===== src/rtl/dac_cmd_decoder.sv =====
module dac_cmd_decoder #(
  parameter int DATA_W = 10,
  parameter int PAD_W  = 2
) (
  input  logic              clk,
  input  logic              rst_n,
  input  logic              sclk,
  input  logic              cs_n,
  input  logic              mosi,
  output logic [DATA_W-1:0] dac_a,
  output logic [DATA_W-1:0] dac_b,
  output logic              out_en
);
  localparam int CODE_W  = 4;
  localparam int HDR_W   = CODE_W + DATA_W;
  localparam int FRAME_W = HDR_W + PAD_W;
  localparam int CNT_W   = $clog2(FRAME_W + 2);

  localparam logic [CODE_W-1:0] OP_LD_A   = 4'b0001;
  localparam logic [CODE_W-1:0] OP_LD_B   = 4'b0010;
  localparam logic [CODE_W-1:0] OP_UPD    = 4'b1000;
  localparam logic [CODE_W-1:0] OP_UPD_A  = 4'b1001;
  localparam logic [CODE_W-1:0] OP_UPD_B  = 4'b1010;
  localparam logic [CODE_W-1:0] OP_WAKE   = 4'b1101;
  localparam logic [CODE_W-1:0] OP_SLEEP  = 4'b1110;
  localparam logic [CODE_W-1:0] OP_BOTH   = 4'b1111;

  logic [2:0]        sclk_s, cs_s;
  logic [1:0]        mosi_s;
  logic [HDR_W-1:0]  hdr;
  logic [CNT_W-1:0]  cnt;
  logic [DATA_W-1:0] in_a, in_b;

  always_ff @(posedge clk or negedge rst_n)
    if (!rst_n) begin
      sclk_s <= '0;
      cs_s   <= '1;
      mosi_s <= '0;
    end else begin
      sclk_s <= {sclk_s[1:0], sclk};
      cs_s   <= {cs_s[1:0], cs_n};
      mosi_s <= {mosi_s[0], mosi};
    end

  wire sclk_rise = sclk_s[1] & ~sclk_s[2];
  wire cs_rise   = cs_s[1] & ~cs_s[2];
  wire selected  = ~cs_s[1];
  wire exec      = cs_rise && (cnt == CNT_W'(FRAME_W));

  always_ff @(posedge clk or negedge rst_n)
    if (!rst_n) begin
      hdr <= '0;
      cnt <= '0;
    end else if (!selected) begin
      cnt <= '0;
    end else if (sclk_rise) begin
      if (cnt < CNT_W'(HDR_W)) hdr <= {hdr[HDR_W-2:0], mosi_s[1]};
      if (cnt <= CNT_W'(FRAME_W)) cnt <= cnt + 1'b1;
    end

  wire [CODE_W-1:0] code = hdr[HDR_W-1 -: CODE_W];
  wire [DATA_W-1:0] data = hdr[DATA_W-1:0];

  wire ld_a  = (code == OP_LD_A) || (code == OP_UPD_A) || (code == OP_BOTH);
  wire ld_b  = (code == OP_LD_B) || (code == OP_UPD_B) || (code == OP_BOTH);
  wire upd   = (code == OP_UPD) || (code == OP_UPD_A) || (code == OP_UPD_B) || (code == OP_BOTH);
  wire wake  = upd || (code == OP_WAKE);
  wire sleep = (code == OP_SLEEP);

  wire [DATA_W-1:0] in_a_nxt = ld_a ? data : in_a;
  wire [DATA_W-1:0] in_b_nxt = ld_b ? data : in_b;

  always_ff @(posedge clk or negedge rst_n)
    if (!rst_n) begin
      in_a   <= '0;
      in_b   <= '0;
      dac_a  <= '0;
      dac_b  <= '0;
      out_en <= 1'b1;
    end else if (exec) begin
      in_a <= in_a_nxt;
      in_b <= in_b_nxt;
      if (upd) begin
        dac_a <= in_a_nxt;
        dac_b <= in_b_nxt;
      end
      if (wake)       out_en <= 1'b1;
      else if (sleep) out_en <= 1'b0;
    end

  assert_bad_count_R3: assert property (@(posedge clk) disable iff (!rst_n)
    (cs_rise && cnt != CNT_W'(FRAME_W)) |=>
      ($stable(dac_a) && $stable(dac_b) && $stable(in_a) && $stable(in_b) && $stable(out_en)));

  assert_reserved_nop_R4: assert property (@(posedge clk) disable iff (!rst_n)
    (exec && (code inside {4'b0000, 4'b0011, 4'b0100, 4'b0101, 4'b0110, 4'b0111, 4'b1011, 4'b1100})) |=>
      ($stable(dac_a) && $stable(dac_b) && $stable(in_a) && $stable(in_b) && $stable(out_en)));

  assert_load_only_R5: assert property (@(posedge clk) disable iff (!rst_n)
    (exec && (code == OP_LD_A || code == OP_LD_B)) |=>
      ($stable(dac_a) && $stable(dac_b) && $stable(out_en)));

  assert_sleep_R10: assert property (@(posedge clk) disable iff (!rst_n)
    (exec && code == OP_SLEEP) |=> (!out_en && $stable(dac_a) && $stable(dac_b)));

  assert_same_code_R11: assert property (@(posedge clk) disable iff (!rst_n)
    (exec && code == OP_BOTH) |=> (dac_a == dac_b && out_en));

  assert_idle_hold_R3: assert property (@(posedge clk) disable iff (!rst_n)
    !cs_rise |=> ($stable(dac_a) && $stable(dac_b) && $stable(out_en)));
endmodule


===== config.mk =====
export PLATFORM = sky130hd
export DESIGN_NAME = dac_cmd_decoder
export DESIGN_NICKNAME = d
export VERILOG_FILES = /design/src/rtl/dac_cmd_decoder.sv
export SDC_FILE = /design/constraint.sdc
export NUM_CORES = 1
export LEC_CHECK = 0
export ABC_AREA = 1
export CAP_MARGIN = 20
export CORE_MARGIN = 1
export CORE_UTILIZATION = 35
export DETAILED_ROUTE_END_ITERATION = 12
export PLACE_DENSITY = 0.59
export SKIP_LAST_GASP = 1
export SLEW_MARGIN = 15
export SYNTH_ARGS = -nofsm -noshare
export SYNTH_HDL_FRONTEND = slang
export SYNTH_SLANG_ARGS = --single-unit

===== constraint.sdc =====
create_clock -name clk -period 1.3 [get_ports clk]
set_clock_uncertainty 0.1 [all_clocks]
set_input_delay 0.26 -clock clk [delete_from_list [all_inputs] [get_ports clk]]
set_output_delay 0.26 -clock clk [all_outputs]
set_load 0.02 [all_outputs]

==> metrics <==
Vias/cell 4.740; syn_area_per_cell 8.187 um^2; relative slew slack 0.7457; top cells by area, synth dfrtp_1, nand2_1, nand3_1; Die H 94.78 um; Area Growth Syn to Fin 40.91%; post-synthesis sequential area ratio 0.5664; router iterations before antenna repair 4; Post-synth ARST share 1.000; Leakage 2.260 nW; Port Buffers 25; largest net degree at the start of global routing 69; final setup vio count 56; initial core utilization 0.3648; CP max FO 20; final hold vios 0; crit share post-route 1.120; initial antenna violation count 0; Cells after Synth 368; post-synthesis cell area 3013 um^2; clock transition at the registers of the reported paths 70 ps; Synth Register Bits 68; synth cell count leaders nand2_1, dfrtp_1, nand3_1; RSZ-0062 raised after global routing true; area post-placement 3573 um^2; H-tree levels 3; Max Cap Viol 0; outcome complete, but fails checks; maximum VDD drop 0.0005146 V; Yosys top cell by area dfrtp_1; detail-routed net length per standard cell 13.13 um; Worst setup EP type flop; worst hold margin 240.3 ps; drt drc 0; die width 94.78 um; design area 4245 um^2; Antenna Cells 0; synthesis warning total 0; dpl cells 513; DIE AREA 8983 um^2; row count 33; min Tclk post-route 1456 ps; max-slew violations 0; crit path kind flop to flop; Worst-Skew Late Latency 350 ps; Total Nets Final 442; Total Power 4.998 mW; CP startpoint kind flop; failing checks negative setup slack; Synth top area share 0.5316; syn_nets 374; gpl congestion 0.7544; Core Box Area 8258 um^2; post-route ant nets 0; GRT overflow 0; root buf cell clkbuf_8; Fmax 686.9 MHz; GR Util All Layers 0.1676; WP data arrival 1590 ps; via count 2588; number of buffers created by CTS 9; clock buffer depth 2; Hold Path Class primary input to flop; CTS tree done; clock sinks 68; Post-Route WL 7171 um; fraction of layout cells with a size suffix above 1 0.3447; most frequent cell after synthesis nand2_1; Main synth FF type dfrtp_1; Req. time, crit path 1440 ps; measured slew at the worst slew-check pin 381.5 ps; drt first-iter violations 139; EDFF count, synth 0; Finished Layout Cells 546; number of global-route vias before repair 2502; Post-DP HPWL 4135 um; count of cell types in the netlist 26; PnR worst setup slack -155.7 ps; first-pass GRT wire length 11540 um; I/O Pins 26; Fillers 756; Power Dens Cells 1177 nW/um^2
per-layer routing:
| layer | part of all wire | global-route usage | vias to the layer above |
|---|---|---|---|
| met4 | 0.019 | 0.06818 | 0 |
| met2 | 0.47 | 0.2680 | 52 |
| met5 | 0 | 0 | - |
| met3 | 0.038 | 0.04026 | 10 |
| li1 | - | - | 1280 |
| met1 | 0.47 | 0.2176 | 1246 |
layout by cell type (no fill, tap or decap), types with 3 or more instances in the layout:
master	instances
nand3_2	12
o21ai_1	10
buf_12	4
buf_2	21
nand2_4	8
nor2_4	4
dfrtp_1	63
bufinv_16	4
clkdlybuf4s50_1	3
nand4_1	3
inv_1	16
buf_4	23
clkbuf_8	9
buf_6	15
nand3_1	11
o21ai_2	6
nand2_1	170
dfstp_2	4
nor2_1	6
inv_2	6
nand2_2	17
worst max-delay path, stage by stage, from the launching register on:
cell	delay (ps)
dfstp_2	560
inv_4	40
nor2_4	110
inv_2	50
nor2_4	140
nand2_2	80
buf_12	160
nand2_1	60
nand2_1	50
registers in the layout, indices dropped and copies added, names as in the netlist:
register / count
hdr: 14
dac_a: 10
dac_b: 10
in_a: 10
in_b: 10
cnt: 5
cs_s: 3
sclk_s: 3
mosi_s: 2
out_en: 1
timing repair:
item                                    in CTS  in global routing
setup buffers                                6                  5
hold buffers                                 1                  0
endpoints found under the setup margin      79                 61
pin swaps                                   13                 10
endpoints found under the hold margin       64                  0
resized for setup                          120                 64
gates cloned                                 2                  4
power breakdown:
| part | leakage, nW | internal, mW | switching (mW) |
|---|---|---|---|
| logic | 1.21 | 0.152 | 0.182 |
| clock network | 0.134 | 1.48 | 0.883 |
| registers | 0.916 | 2.20 | 0.104 |
final timing paths:
kind	cells past startpoint	endpoint	startpoint	slack, ps
max	8	dac_a[3]	cs_s[1]	-160
min	1	cs_s[0]	cs_n	240
max in group asynchronous	3	cs_s[1]	rst_n	380
max reg2reg	8	dac_a[3]	cs_s[1]	-160
min in group asynchronous	3	cnt[1]	rst_n	360
min reg2reg	0	mosi_s[1]	mosi_s[0]	250
kinds of logic after synthesis:
kind of cell,Yosys count,share of synthesized area
simple gates,239,0.3293
flops,68,0.5664
buf+inv,39,0.06271
compound gates,20,0.03447
xor+xnor,1,0.002908
fa+ha+maj,1,0.004152
layout make-up:
cell class	instances	area, um^2	share of cell area
well taps	105	131.4	0.03095
clock inverters	7	146.4	0.03448
multi-input cells	261	1366	0.3218
repair buffers	72	674.4	0.1589
inverters	24	95.09	0.02240
clock buffers	9	123.9	0.02918
flip-flops and latches	68	1708	0.4023
through the flow:
step	setup WS [ps]	TNS, ps	utilization
2_1_floorplan	-65.72	-1738	-
3_3_place_gp	-161.1	-5756	0.4327
3_5_place_dp	-157.3	-6436	0.4327
4_1_cts	-167.0	-4714	0.4791
5_1_grt	-256.7	-10990	0.5141
6_report	-155.7	-6167	0.5141
Note: power is estimated with default switching activity, not from simulation.
